===== src/rtl/dcr_pkg.sv =====
package dcr_pkg;
   localparam int OP_W = 4;

   typedef enum logic [OP_W-1:0] {
      OP_IDLE    = 4'd0,
      OP_MEM_WR  = 4'd3,
      OP_MEM_RD  = 4'd9,
      OP_WIP_RD  = 4'd10,
      OP_WIP_WR  = 4'd11
   } op_e;
endpackage


===== src/rtl/dcr_sync.sv =====
module dcr_sync #(
   parameter int   STAGES  = 2,
   parameter logic RST_VAL = 1'b0
) (
   input  logic clk,
   input  logic rst_n,
   input  logic d,
   output logic q
);
   logic [STAGES-1:0] pipe;

   always_ff @(posedge clk or negedge rst_n) begin
      if (!rst_n) pipe <= {STAGES{RST_VAL}};
      else        pipe <= {pipe[STAGES-2:0], d};
   end

   assign q = pipe[STAGES-1];
endmodule


===== src/rtl/dcr_shifter.sv =====
module dcr_shifter #(
   parameter int FRAME_W     = 24,
   parameter int DATA_W      = 16,
   parameter int SYNC_STAGES = 2,
   localparam int CNT_W      = $clog2(FRAME_W + 1)
) (
   input  logic               clk,
   input  logic               rst_n,
   input  logic               sclk,
   input  logic               cs_n,
   input  logic               sdi,
   input  logic               ld_en,
   input  logic [DATA_W-1:0]  ld_data,
   output logic [FRAME_W-1:0] frame,
   output logic               go,
   output logic               sel,
   output logic               out_bit,
   output logic [CNT_W-1:0]   bit_cnt
);
   logic sclk_s, cs_s, sdi_s;
   logic sclk_d, cs_d;
   logic sck_rise, sck_fall, cs_rise, cs_fall;

   dcr_sync #(.STAGES(SYNC_STAGES), .RST_VAL(1'b0)) u_sync_sck (
      .clk(clk), .rst_n(rst_n), .d(sclk), .q(sclk_s));
   dcr_sync #(.STAGES(SYNC_STAGES), .RST_VAL(1'b1)) u_sync_cs (
      .clk(clk), .rst_n(rst_n), .d(cs_n), .q(cs_s));
   dcr_sync #(.STAGES(SYNC_STAGES), .RST_VAL(1'b0)) u_sync_sdi (
      .clk(clk), .rst_n(rst_n), .d(sdi), .q(sdi_s));

   always_ff @(posedge clk or negedge rst_n) begin
      if (!rst_n) begin
         sclk_d <= 1'b0;
         cs_d   <= 1'b1;
      end else begin
         sclk_d <= sclk_s;
         cs_d   <= cs_s;
      end
   end

   assign sck_rise = sclk_s & ~sclk_d;
   assign sck_fall = ~sclk_s & sclk_d;
   assign cs_rise  = cs_s & ~cs_d;
   assign cs_fall  = ~cs_s & cs_d;
   assign sel      = ~cs_s;

   always_ff @(posedge clk or negedge rst_n) begin
      if (!rst_n) begin
         frame   <= '0;
         bit_cnt <= '0;
         go      <= 1'b0;
         out_bit <= 1'b0;
      end else begin
         go <= cs_rise && (bit_cnt == CNT_W'(FRAME_W));
         if (cs_fall) begin
            bit_cnt <= '0;
         end else if (sel && sck_rise) begin
            frame <= {frame[FRAME_W-2:0], sdi_s};
            if (bit_cnt != CNT_W'(FRAME_W)) bit_cnt <= bit_cnt + 1'b1;
         end
         if (ld_en) frame[DATA_W-1:0] <= ld_data;
         if (!sel || sck_fall) out_bit <= frame[FRAME_W-1];
      end
   end
endmodule


===== src/rtl/dcr_exec.sv =====
module dcr_exec
   import dcr_pkg::*;
#(
   parameter int ADDR_W  = 4,
   parameter int DATA_W  = 16,
   parameter int WIPER_W = 10,
   localparam int DEPTH  = 1 << ADDR_W,
   localparam int RSV    = DEPTH - 1
) (
   input  logic               clk,
   input  logic               rst_n,
   input  logic               go,
   input  logic [OP_W-1:0]    op,
   input  logic [ADDR_W-1:0]  addr,
   input  logic [DATA_W-1:0]  data,
   output logic [WIPER_W-1:0] wiper1,
   output logic [WIPER_W-1:0] wiper2,
   output logic               wr_wip,
   output logic               wr_mem,
   output logic               ld_en,
   output logic [DATA_W-1:0]  ld_data
);
   localparam logic [WIPER_W-1:0] MID = WIPER_W'(1) << (WIPER_W - 1);

   logic                rd_wip, rd_mem;
   logic [WIPER_W-1:0]  wip [2];
   logic [DATA_W-1:0]   mem [DEPTH];

   always_comb begin
      wr_wip = 1'b0;
      wr_mem = 1'b0;
      rd_wip = 1'b0;
      rd_mem = 1'b0;
      if (go) begin
         case (op)
            OP_WIP_WR: wr_wip = 1'b1;
            OP_MEM_WR: wr_mem = (addr != ADDR_W'(RSV));
            OP_WIP_RD: rd_wip = 1'b1;
            OP_MEM_RD: rd_mem = 1'b1;
            default:   ;
         endcase
      end
   end

   generate
      for (genvar w = 0; w < 2; w++) begin : g_wip
         localparam logic SEL = (w == 1);
         logic [WIPER_W-1:0] q;
         always_ff @(posedge clk or negedge rst_n) begin
            if (!rst_n)                        q <= MID;
            else if (wr_wip && addr[0] == SEL) q <= data[WIPER_W-1:0];
         end
         assign wip[w] = q;
      end

      for (genvar e = 0; e < DEPTH; e++) begin : g_mem
         if (e == RSV) begin : g_rsv
            assign mem[e] = '0;
         end else begin : g_word
            logic [DATA_W-1:0] q;
            always_ff @(posedge clk or negedge rst_n) begin
               if (!rst_n)                             q <= '0;
               else if (wr_mem && addr == ADDR_W'(e)) q <= data;
            end
            assign mem[e] = q;
         end
      end
   endgenerate

   assign wiper1  = wip[0];
   assign wiper2  = wip[1];
   assign ld_en   = rd_wip | rd_mem;
   assign ld_data = rd_wip ? {{(DATA_W-WIPER_W){1'b0}}, wip[addr[0]]} : mem[addr];
endmodule


===== src/rtl/daisy_cmd_reg.sv =====
module daisy_cmd_reg
   import dcr_pkg::*;
#(
   parameter int ADDR_W      = 4,
   parameter int DATA_W      = 16,
   parameter int WIPER_W     = 10,
   parameter int SYNC_STAGES = 2,
   localparam int FRAME_W    = OP_W + ADDR_W + DATA_W,
   localparam int CNT_W      = $clog2(FRAME_W + 1)
) (
   input  logic               clk,
   input  logic               rst_n,
   input  logic               spi_sclk,
   input  logic               spi_cs_n,
   input  logic               spi_sdi,
   output logic               sdo_oe,
   output logic               sdo_dat,
   output logic [WIPER_W-1:0] wiper1,
   output logic [WIPER_W-1:0] wiper2
);
   generate
      if (WIPER_W > DATA_W) begin : g_bad_wiper
         $error("wiper wider than data field");
      end
      if (SYNC_STAGES < 2) begin : g_bad_sync
         $error("synchronizer needs two or more stages");
      end
      if (ADDR_W < 1) begin : g_bad_addr
         $error("address field must be non-empty");
      end
   endgenerate

   logic [FRAME_W-1:0] frame;
   logic               go, sel, out_bit;
   logic [CNT_W-1:0]   bit_cnt;
   logic               wr_wip, wr_mem, ld_en;
   logic [DATA_W-1:0]  ld_data;

   dcr_shifter #(.FRAME_W(FRAME_W), .DATA_W(DATA_W), .SYNC_STAGES(SYNC_STAGES)) u_shift (
      .clk(clk), .rst_n(rst_n), .sclk(spi_sclk), .cs_n(spi_cs_n), .sdi(spi_sdi),
      .ld_en(ld_en), .ld_data(ld_data), .frame(frame), .go(go), .sel(sel),
      .out_bit(out_bit), .bit_cnt(bit_cnt));

   dcr_exec #(.ADDR_W(ADDR_W), .DATA_W(DATA_W), .WIPER_W(WIPER_W)) u_exec (
      .clk(clk), .rst_n(rst_n), .go(go),
      .op(frame[FRAME_W-1 -: OP_W]),
      .addr(frame[DATA_W +: ADDR_W]),
      .data(frame[DATA_W-1:0]),
      .wiper1(wiper1), .wiper2(wiper2),
      .wr_wip(wr_wip), .wr_mem(wr_mem), .ld_en(ld_en), .ld_data(ld_data));

   assign sdo_oe  = sel;
   assign sdo_dat = out_bit;
endmodule


===== config.mk =====
export PLATFORM = sky130hd
export DESIGN_NAME = daisy_cmd_reg
export DESIGN_NICKNAME = d
export VERILOG_FILES = /design/src/rtl/dcr_pkg.sv /design/src/rtl/dcr_sync.sv /design/src/rtl/dcr_shifter.sv /design/src/rtl/dcr_exec.sv /design/src/rtl/daisy_cmd_reg.sv
export SDC_FILE = /design/constraint.sdc
export NUM_CORES = 1
export LEC_CHECK = 0
export BUFFER_PORTS_ARGS = -buffer_cell sky130_fd_sc_hd__buf_2
export CAP_MARGIN = 10
export CORE_MARGIN = 1.5
export CORE_UTILIZATION = 63
export DETAILED_ROUTE_END_ITERATION = 6
export PLACE_DENSITY = 0.8
export SLEW_MARGIN = 10
export SYNTH_ARGS = -nofsm -noshare
export SYNTH_HDL_FRONTEND = slang
export SYNTH_SLANG_ARGS = --single-unit

===== constraint.sdc =====
create_clock -name clk -period 2.6 [get_ports clk]
set_input_delay 0.13 -clock clk [delete_from_list [all_inputs] [get_ports clk]]
set_output_delay 0.13 -clock clk [all_outputs]
set_load 0.02 [all_outputs]

; ---- Word-level counts from Yosys, hierarchy flattened
; Index checks and enable logic that the tools add are counted.
[word_totals]
register_bits = 299
latch_bits = 0
ram_bits = 0
mem_bits_ro = 0
inputBits = 5
output_inout_bits = 22
word_cells = 113
mem_count = 0
[op_classes]
add_sub_neg = 1
mul = 0
div_mod_pow = 0
order_cmp = 2
n_eq_ne = 22
shifts = 0
muxes = 21
bitwise_logic = 13
reduce_logical = 27
[op_table]
columns = op, n
row1 = two-way mux 16 bit, 6
row2 = binary-select mux 16 bit (select 4 bit), 1
row3 = "equality test 4 bit, second input constant", 10
row4 = two-way mux 10 bit, 3
row5 = logical AND 1 bit, 19
row6 = "equality test 4 x 3 -> 1 bit, second input constant", 4
row7 = two-way mux 5 bit, 3
row8 = "equality test 4 x 2 -> 1 bit, second input constant", 3
row9 = two-way mux 1 bit, 8
row10 = inverter 1 bit, 6
row11 = AND reduction 2 bit, 3
row12 = nonzero test 2 bit, 3
row13 = "adder 5 x 1 -> 5 bit, second input constant", 1
row14 = "equality test 5 bit, second input constant", 1
row15 = ">= comparator 5 bit, second input constant", 1
row16 = "inequality test 5 bit, second input constant", 1
row17 = inverter 4 -> 5 bit, 1
row18 = bitwise AND 1 bit, 4
row19 = "equality test 4 x 1 -> 1 bit, second input constant", 1
row20 = logical NOT 4 bit, 1
row21 = "inequality test 4 bit, second input constant", 1
row22 = ">= comparator 2 bit, second input constant", 1
row23 = "inequality test 2 bit, second input constant", 1
row24 = inverter 1 -> 2 bit, 1
row25 = 2 further kinds, 2

; ---- Logic depth before layout (Yosys ltp)
; Gate-level depths: netlist of run 1.
[logic_depth]
word_depth = 6
mapped_depth = 8
mapped_depth_nobuf = 6

; ---- Hierarchy
; From an unflattened synthesis of run 1, not the netlist that was laid out.
[unflattened]
cells_unflattened = 928
hier_area_um2 = 13694.4
[by_module_without_submodules]
columns = module, n_inst, cells_each, area_per_inst_um2, seq_area_each_um2
row1 = dcr_exec, 1, 793, 12042.8, 6508.7
row2 = dcr_shifter, 1, 129, 1498.9, 827.0
row3 = dcr_sync (u_shift.u_sync_sck ...), 2, 2, 50.0, 50.0
row4 = dcr_sync (u_shift.u_sync_cs), 1, 2, 52.6, 52.6

; ---- Worst setup path after synthesis of run 1
; OpenSTA, ideal clock, no wires.
[synth_timing]
path_kind = register to register
from = reg u_shift.frame[22]
to = reg u_exec.g_mem[8].g_word.q[10]
setup_ns = 0.125
arrival_time_ns = 2.157
required_time_ns = 2.475
path_slack_ns = 0.319
stages_incl_launch_ff = 8
path_buffers = 3
period_less_slack_ns = 2.281
path_cell_list = dfrtp_1 > buf_2 > nand2b_4 > or4_1 > buf_2 > nor3_2 > buf_4 > mux2_2
[synth_between]
elab_chain_cells = 4
[synth_lines]
columns = element, line_no
row1 = "start, declared", dcr_shifter.sv:14  ; output logic [FRAME_W-1:0] frame,
row2 = "start signal, assigned", dcr_shifter.sv:58  ; frame <= {frame[FRAME_W-2:0], sdi_s};
row3 = "start signal, assigned by index", dcr_shifter.sv:61  ; if (ld_en) frame[DATA_W-1:0] <= ld_data;
row4 = equality test 4 x 2 -> 1 bit, dcr_exec.sv:35  ; case (op)
row5 = two-way mux 1 bit, dcr_exec.sv:35
row6 = two-way mux 1 bit, dcr_exec.sv:34  ; if (go) begin
row7 = logical AND 1 bit, dcr_exec.sv:63  ; else if (wr_mem && addr == ADDR_W'(e)) q <= data;
row8 = "end signal, assigned", dcr_exec.sv:63
row9 = "end, declared", dcr_exec.sv:60  ; logic [DATA_W-1:0] q;
; Every way passes these cells.
; A chain may end at the register's enable or synchronous reset.

; ---- Worst setup path in the final report of run 1
[layout_timing]
from = reg u_shift.frame[22]
to = reg u_exec.g_mem[2].g_word.q[12]
[layout_between]
elab_chain_cells = 4
[layout_lines]
columns = element, line_no
row1 = equality test 4 x 2 -> 1 bit, dcr_exec.sv:35
row2 = two-way mux 1 bit, dcr_exec.sv:35
row3 = two-way mux 1 bit, dcr_exec.sv:34
row4 = logical AND 1 bit, dcr_exec.sv:63
row5 = "end signal, assigned", dcr_exec.sv:63
row6 = "end, declared", dcr_exec.sv:60
; Every way passes these cells.

==> metrics.csv, run 1 <==
stage,metric,value,unit
global_route,global route overflow,0,
detailed_routing,vias per inst,6.33,
setup_path,largest stage delay on the critical path,0.63,ns
sta,skew final,0.0113,ns
cts,post-CTS resize count,0,
logic_synthesis,Netlist cell types,55,
detailed_routing,DRC viols,0,
placement,gp weighted congestion,0.854,
cts,"Clk Latency, worst-skew pair",0.55,ns
detailed_routing,Initial DRC Count,397,
detailed_routing,Initial DRT Pass Iterations,5,
placement,detailed placer's ending HPWL,18.8,mm
floorplan,Rows,53,
cts,CTS tree,built,
sta,Slew Limit Fails,0,
floorplan,# IOs,27,
logic_synthesis,#FFs+latches synth,299,
finish,design area,0.0153,sq mm
logic_synthesis,largest cells by area after synthesis,"dfrtp_1 (54%), mux2_2 (23%), mux4_2 (6.3%)",
setup_path,"Data required, critical path",3.03,ns
sta,Max-slew headroom,31.3,%
logic_synthesis,Post-synth ARST share,100,%
logic_synthesis,synthesized instance count,945,
global_route,global-route wire length before repair,48.1,mm
global_route,gr usage total,27.8,%
detailed_routing,Vias,8081,
setup_path,sum of buffers and inverters on the critical path,0,
detailed_routing,routed length per instance,23.0,um
logic_synthesis,sequential area share after synthesis,54.8,%
cts,CTS Buf Count,31,
sta,final setup fails,0,
cts,H-tree levels,1,
cts,"Clk pin slew, worst setup/hold paths",0.06,ns
floorplan,initial cell density of the core,64.6,%
logic_synthesis,Post-synth EDFFs,0,
sta,fmax,0.439,GHz
setup_path,Startpoint Class,flip-flop,
sta,Final Critical Period,2.28,ns
pwr,Worst VDD drop,0.544,mV
floorplan,DIE HEIGHT,150,um
worst_hold_path,Hold Path Class,input port to async pin,
finish,area of the multi-input gates,0.00577,sq mm
finish,"Area growth, synth to finish",12.4,%
placement,Placed Area,0.0143,sq mm
finish,"most common cell after layout, fill and taps aside",dfrtp_1,
detailed_routing,WL final,29.4,mm
sta,worst slew pin tran,1.02,ns
placement,PortBufs,26,
setup_path,"slowest stage cell, crit path",or4_4,
finish,"commonest cells after routing, fill and taps aside","dfrtp_1 (291), mux2_2 (285), buf_4 (43), mux4_2 (38), o22ai_1 (32)",
detailed_routing,Final ANT Viol Nets,0,
pwr,PD cells,642,mW/mm^2
logic_synthesis,Syn Area/Cell,14.5,sq um
finish,fillers,1335,
finish,share of layout cells above drive strength 1,48.7,%
sta,RSZ-0062 raised after global routing,false,
setup_path,Crit Path Class,flip-flop to flip-flop,
global_route,pin count of the biggest net entering global routing,84,
setup_path,critical-path maximum fanout,16,
finish,storage element area,0.00749,sq mm
cts,Root Buffer,clkbuf_16,
finish,ANT cells,0,
logic_synthesis,Synth area leader,dfrtp_1,
floorplan,core footprint,0.0212,sq mm
sta,Fin. Hold Viols,0,
pwr,Pleak,7.37,nW
global_route,initial antenna violation count,0,
setup_path,Worst Path Arrival,2.71,ns
logic_synthesis,Post-Syn Nets,952,
floorplan,DIE WIDTH,150,um
setup_path,Top Family by Delay on Critical Path,simple AND/OR/NAND/NOR gates,
logic_synthesis,Mapped Area,0.0137,sq mm
cts,postcts setup bufs,0,
sta,setup_tns,0,ns
cts,Clock Sinks,299,
finish,nets@finish,986,
setup_path,CP Cell Sequence,nand2b_4 -> or4_4 -> or4_4 -> mux2_4,
cts,clock buffer depth,3,
flow_run,maxcap violations,0,
setup_path,Worst R2R Setup Slack,0.32,ns
logic_synthesis,prevailing post-synth register cell,dfrtp_1,
global_route,vias in the first global route,8654,
setup_path,Critical Path End Type,flip-flop,
setup_path,"most used cell, CP",or4_4,
logic_synthesis,top cell type's share of synthesized area,53.9,%
sta,period utilization,87.7,%
logic_synthesis,Ys Warns,0,
status,outcome,"finished, final reports clean",
floorplan,die area,0.0226,sq mm
==> worst paths after layout <==
path	from	cells after the start	endpoint
hold reg to reg	u_shift.u_sync_sck.pipe[0]	0	u_shift.u_sync_sck.pipe[1]
setup / recovery	u_shift.frame[22]	4	u_exec.g_mem[2].g_word.q[12]
setup reg to reg	u_shift.frame[22]	4	u_exec.g_mem[2].g_word.q[12]
min in group clk	spi_sclk	2	u_shift.u_sync_sck.pipe[0]
max in group asynchronous	rst_n	3	u_exec.wiper2[9]
hold / removal	rst_n	2	u_exec.g_mem[1].g_word.q[4]
==> worst reg2reg max path: stages (launching register included) <==
cell	delay, ns
dfrtp_1	0.47
nand2b_4	0.20
or4_4	0.48
or4_4	0.63
mux2_4	0.37
==> power by group <==
| group | internal (mW) | switching, mW |
|---|---|---|
| Clock | 2.76 | 1.76 |
| Sequential | 4.72 | 0.353 |
| Combinational | 0.116 | 0.152 |
| Total | 7.60 | 2.26 |
==> layout make-up <==
cell class,instances,share of cell area (%)
well taps,275,2.24
multi-input cells,560,37.6
repair buffers,81,4.32
clock inverters,7,0.717
clock buffers,49,6.15
inverters,6,0.147
flip-flops and latches,299,48.8
==> synthesized netlist by cell type (2+ instances only) <==
master,number
xnor2_1,2
nor2_2,3
clkbuf_1,31
a31oi_1,4
or3_1,5
mux2i_1,25
inv_1,5
buf_1,16
nor2_1,22
a22o_1,7
o22ai_1,32
o2bb2ai_1,3
nor2b_1,11
or2_2,2
xor2_1,3
nand2b_1,4
mux2_2,285
dfrtp_1,294
o21ai_0,3
or4_4,2
a22oi_1,7
buf_6,3
buf_2,25
a21oi_1,9
mux2_4,10
nor3b_1,4
nand3_1,3
mux4_2,38
nor3_2,6
a21o_1,5
dfstp_2,5
nor3_1,12
ha_1,2
nand4_1,2
buf_4,4
nand2_1,26
o32a_1,7
==> through the flow <==
stage	util [%]	cells	setup slack, ns	power, mW	hold slack, ns
after detailed placement	67.4	1217	0.361	5.42	0.168
final	72.6	1277	0.320	9.86	0.178
after CTS	72.6	1277	0.329	9.90	0.195
after global routing	72.6	1277	0.255	10.2	0.222
after floorplan	-	945	0.319	5.17	-0.166
after global placement	67.4	1217	0.419	5.40	0.173
==> sequential cells by signal, summed over array words and instances, names as in the netlist, 2 cells and up <==
name                     cells
u_shift.u_sync_cs.pipe       2
u_exec.g_mem.g_word.q      240
u_shift.u_sync_sdi.pipe      2
u_shift.u_sync_sck.pipe      2
u_shift.bit_cnt              5
u_exec.wiper1               10
u_shift.frame               24
u_exec.wiper2               10
==> metal layers <==
metal	GRT usage, %	wire length (um)	share of wire [%]	vias to the layer above
li1	-	-	-	3545
met1	38.4	13200	45	4272
met2	45.6	14200	48	197
met3	3.61	1110	3.8	67
met4	9.95	932	3.2	0
met5	0	0	0	-
==> kinds of logic (layout without fill, tap and decap cells) <==
| group | Yosys count | after routing | share of synthesized area [%] |
|---|---|---|---|
| multiplexers | 358 | 358 | 32.7 |
| AO/OA/AOI/OAI | 82 | 82 | 4.20 |
| XOR/XNOR | 5 | 5 | 0.321 |
| AND/OR/NAND/NOR | 113 | 113 | 4.78 |
| buffers and inverters | 86 | 143 | 2.99 |
| adder cells (fa/ha/maj) | 2 | 2 | 0.183 |
| flip-flops | 299 | 299 | 54.8 |
==> repair_timing <==
action / in CTS / in global routing
hold endpoints to repair: 78 / 0
setup endpoints to repair: 0 / 0
hold buffers: 4 / 0
No activity file was read; power rests on OpenSTA's default activity.
==> run 2: changes to the inputs <==
--- a/config.mk
+++ b/config.mk
@@ -5,7 +5,7 @@
 export SDC_FILE = /design/constraint.sdc
 export NUM_CORES = 1
 export LEC_CHECK = 0
-export BUFFER_PORTS_ARGS = -buffer_cell sky130_fd_sc_hd__buf_2
+export BUFFER_PORTS_ARGS = -buffer_cell sky130_fd_sc_hd__buf_4
 export CAP_MARGIN = 10
 export CORE_MARGIN = 1.5
 export CORE_UTILIZATION = 63
==> constraint.sdc (replaced) <==
create_clock -name clk -period 2.5 [get_ports clk]
set_input_delay 0.125 -clock clk [delete_from_list [all_inputs] [get_ports clk]]
set_output_delay 0.125 -clock clk [all_outputs]
set_load 0.02 [all_outputs]
==> run 2 against run 1 <==
Maximum frequency down 4.6%. Largest power group unchanged. Clock power down 4%. Sequential share of layout area barely moved. Non-clock buffer count increased by 2. Combinational power grew 5%. Power grew 0.47%. Register-to-register slack worse by 0.21 ns. Die area is the same. Hold slack got worse by 0.027 ns. Utilization about the same.
==> metrics.csv, run 2 (synthesis results as in run 1) <==
stage,metric,value,unit,change
status,outcome,"finished, final reports clean",,unchanged
cts,"Clk pin slew, worst setup/hold paths",0.06,ns,about the same
sta,hold slack,0.151,ns,was 0.178 ns
detailed_routing,routed wl met2,14.8,mm,was 14.2 mm
finish,"most common cell after layout, fill and taps aside",dfrtp_1,,unchanged
global_route,vias in the first global route,8637,,"was 8,654"
finish,biggest regs,"u_exec.g_mem.g_word.q x240, u_shift.frame x24",,unchanged
detailed_routing,Initial DRC Count,436,,was 397
global_route,global route overflow,0,,unchanged
setup_path,CP Cell Sequence,nand2_1 -> or4_1 -> nor3_2 -> buf_4 -> mux2_2,,was nand2b_4 -> or4_4 -> or4_4 -> mux2_4
cts,H-tree levels,1,,unchanged
detailed_routing,DRC viols,0,,unchanged
sta,Final Critical Period,2.39,ns,was 2.28 ns
cts,clock buffer depth,3,,unchanged
worst_hold_path,Hold Path Class,input port to async pin,,unchanged
detailed_routing,Final ANT Viol Nets,0,,unchanged
sta,Slew Limit Fails,0,,unchanged
pwr,Switching Share,23.9,%,was 22.9%
setup_path,critical-path maximum fanout,11,,was 16
cts,Clock Sinks,299,,unchanged
flow_run,maxcap violations,0,,unchanged
finish,nets@finish,987,,was 986
placement,Placed Instances,1219,,"was 1,217"
finish,"Area growth, synth to finish",12.5,%,was 12.4%
finish,ANT cells,0,,unchanged
global_route,initial antenna violation count,0,,unchanged
floorplan,initial cell density of the core,64.6,%,unchanged
pwr,clock network power share,43.8,%,was 45.8%
floorplan,# IOs,27,,unchanged
setup_path,Startpoint Class,flip-flop,,unchanged
placement,Placed Area,0.0144,sq mm,was 0.0143 sq mm
pwr,Pleak,7.35,nW,was 7.37 nW
floorplan,DIE WIDTH,150,um,unchanged
detailed_routing,Vias,8149,,"was 8,081"
finish,design area,0.0154,sq mm,was 0.0153 sq mm
sta,period utilization,95.6,%,was 87.7%
placement,detailed placer's ending HPWL,19.1,mm,was 18.8 mm
detailed_routing,routed length per instance,23.4,um,was 23.0 um
finish,post-layout util,72.6,%,about the same
cts,Root Buffer,clkbuf_16,,unchanged
sta,RSZ-0062 raised after global routing,false,,unchanged
setup_path,largest stage delay on the critical path,0.72,ns,was 0.63 ns
sta,Max-slew headroom,9.98,%,was 31.3%
placement,PortBufs,26,,unchanged
pwr,Internal Power,7.53,mW,was 7.60 mW
global_route,pin count of the biggest net entering global routing,71,,was 84
finish,Biggest register,u_exec.g_mem.g_word.q,,unchanged
setup_path,"slowest stage cell, crit path",or4_1,,was or4_4
sta,fmax,0.418,GHz,was 0.439 GHz
finish,share of layout cells above drive strength 1,48.8,%,was 48.7%
setup_path,Crit Path Class,flip-flop to flip-flop,,unchanged
detailed_routing,vias per inst,6.38,,was 6.33
global_route,gr usage total,28.0,%,was 27.8%
global_route,global-route wire length before repair,48.4,mm,was 48.1 mm
sta,final setup fails,0,,unchanged
finish,max reg flops,240,,unchanged
pwr,Worst VDD drop,0.474,mV,was 0.544 mV
pwr,part of the power in registers,53.4,%,was 51.5%
detailed_routing,WL met3,1.21,mm,was 1.11 mm
setup_path,"Data required, critical path",2.93,ns,was 3.03 ns
floorplan,die area,0.0226,sq mm,unchanged
pwr,PD cells,645,mW/mm^2,was 642 mW/mm^2
setup_path,Worst Path Arrival,2.82,ns,was 2.71 ns
detailed_routing,WL final,29.9,mm,was 29.4 mm
placement,gp weighted congestion,0.813,,was 0.854
floorplan,Rows,53,,unchanged
detailed_routing,Initial DRT Pass Iterations,5,,unchanged
floorplan,core footprint,0.0212,sq mm,unchanged
pwr,Comb power frac,2.8,%,was 2.7%
pwr,Sw Pwr,2.37,mW,was 2.26 mW
sta,skew final,0.00984,ns,was 0.0113 ns
detailed_routing,M1 WL,12.9,mm,was 13.2 mm
sta,worst slew pin tran,1.34,ns,was 1.02 ns
detailed_routing,top routing layer in use,met4,,unchanged
floorplan,DIE HEIGHT,150,um,unchanged
finish,"commonest cells after routing, fill and taps aside","dfrtp_1 (291), mux2_2 (285), buf_4 (68), mux4_2 (38), o22ai_1 (32)",,"was dfrtp_1 (291), mux2_2 (285), buf_4 (43), mux4_2 (38), o22ai_1 (32)"
sta,setup_tns,0,ns,unchanged
cts,"Clk Latency, worst-skew pair",0.55,ns,about the same
setup_path,Critical Path End Type,flip-flop,,unchanged
sta,Fin. Hold Viols,0,,unchanged
cts,CTS Buf Count,30,,was 31
finish,Non-Filler Instances,1278,,"was 1,277"
cts,CTS tree,built,,unchanged
run 2: cell count changes in the layout (fill, tap and decap cells not counted), sizes merged:
cell,before,now
bufinv,3,0
buf,77,79
clkbuf,49,47
clkinv,4,6
clkinvlp,0,2
run 2: final timing paths:
check / startpoint / end / slack (ns) / depth (start not counted)
setup / recovery: u_shift.frame[20] / u_exec.g_mem[12].g_word.q[2] / 0.11 / 5
hold / removal: rst_n / u_exec.g_mem[1].g_word.q[1] / 0.15 / 2
setup reg to reg: u_shift.frame[20] / u_exec.g_mem[12].g_word.q[2] / 0.11 / 5
hold reg to reg: u_shift.u_sync_sck.pipe[0] / u_shift.u_sync_sck.pipe[1] / 0.35 / 0
max in group asynchronous: rst_n / u_exec.wiper2[9] / 1.65 / 3
min in group clk: spi_cs_n / u_shift.u_sync_cs.pipe[0] / 0.22 / 2
run 2: per-stage QoR:
| step | power [mW] | worst slack [ns] |
|---|---|---|
| detailed placement | 5.64 | 0.155 |
| floorplan | 5.37 | 0.219 |
| finish | 9.90 | 0.110 |
| global route | 10.2 | 0.0196 |
| global placement | 5.63 | 0.201 |
| CTS | 9.95 | 0.139 |
run 2: routing by layer:
layer | track usage, % | up-vias
met1 | 38.7 | 4333
met3 | 3.42 | 66
met2 | 46.3 | 218
li1 | - | 3532
met5 | 0 | -
met4 | 9.17 | 0
run 2: power by group through the flow:
stage / Sequential, mW / Combinational (mW) / Clock, mW
global placement: 5.35 / 0.274 / 0
CTS: 5.27 / 0.285 / 4.39
finish: 5.28 / 0.281 / 4.34
floorplan: 5.04 / 0.332 / 0
detailed placement: 5.36 / 0.279 / 0
global route: 5.30 / 0.319 / 4.61
run 2: critical path, delay by kind of cell (launching register included):
family	cells	cell delay [ns]
AND/OR/NAND/NOR	3	1.16
flip-flops	1	0.47
multiplexers	1	0.36
buffers and inverters	1	0.27
run 2: repair_timing:
item                                   in CTS  in global routing
setup buffers                               0                  0
endpoints found under the hold margin      71                  0
hold buffers                                4                  0
resized for setup                           0                  0
run 2: area by class of cell:
class                   instances  area, sq um
flip-flops and latches        299         7490
multi-input cells             560         5770
inverters                       6         22.5
clock buffers                  47          916
well taps                     275          344
repair buffers                 83          766
fillers                      1354         5800
clock inverters                 8         45.0
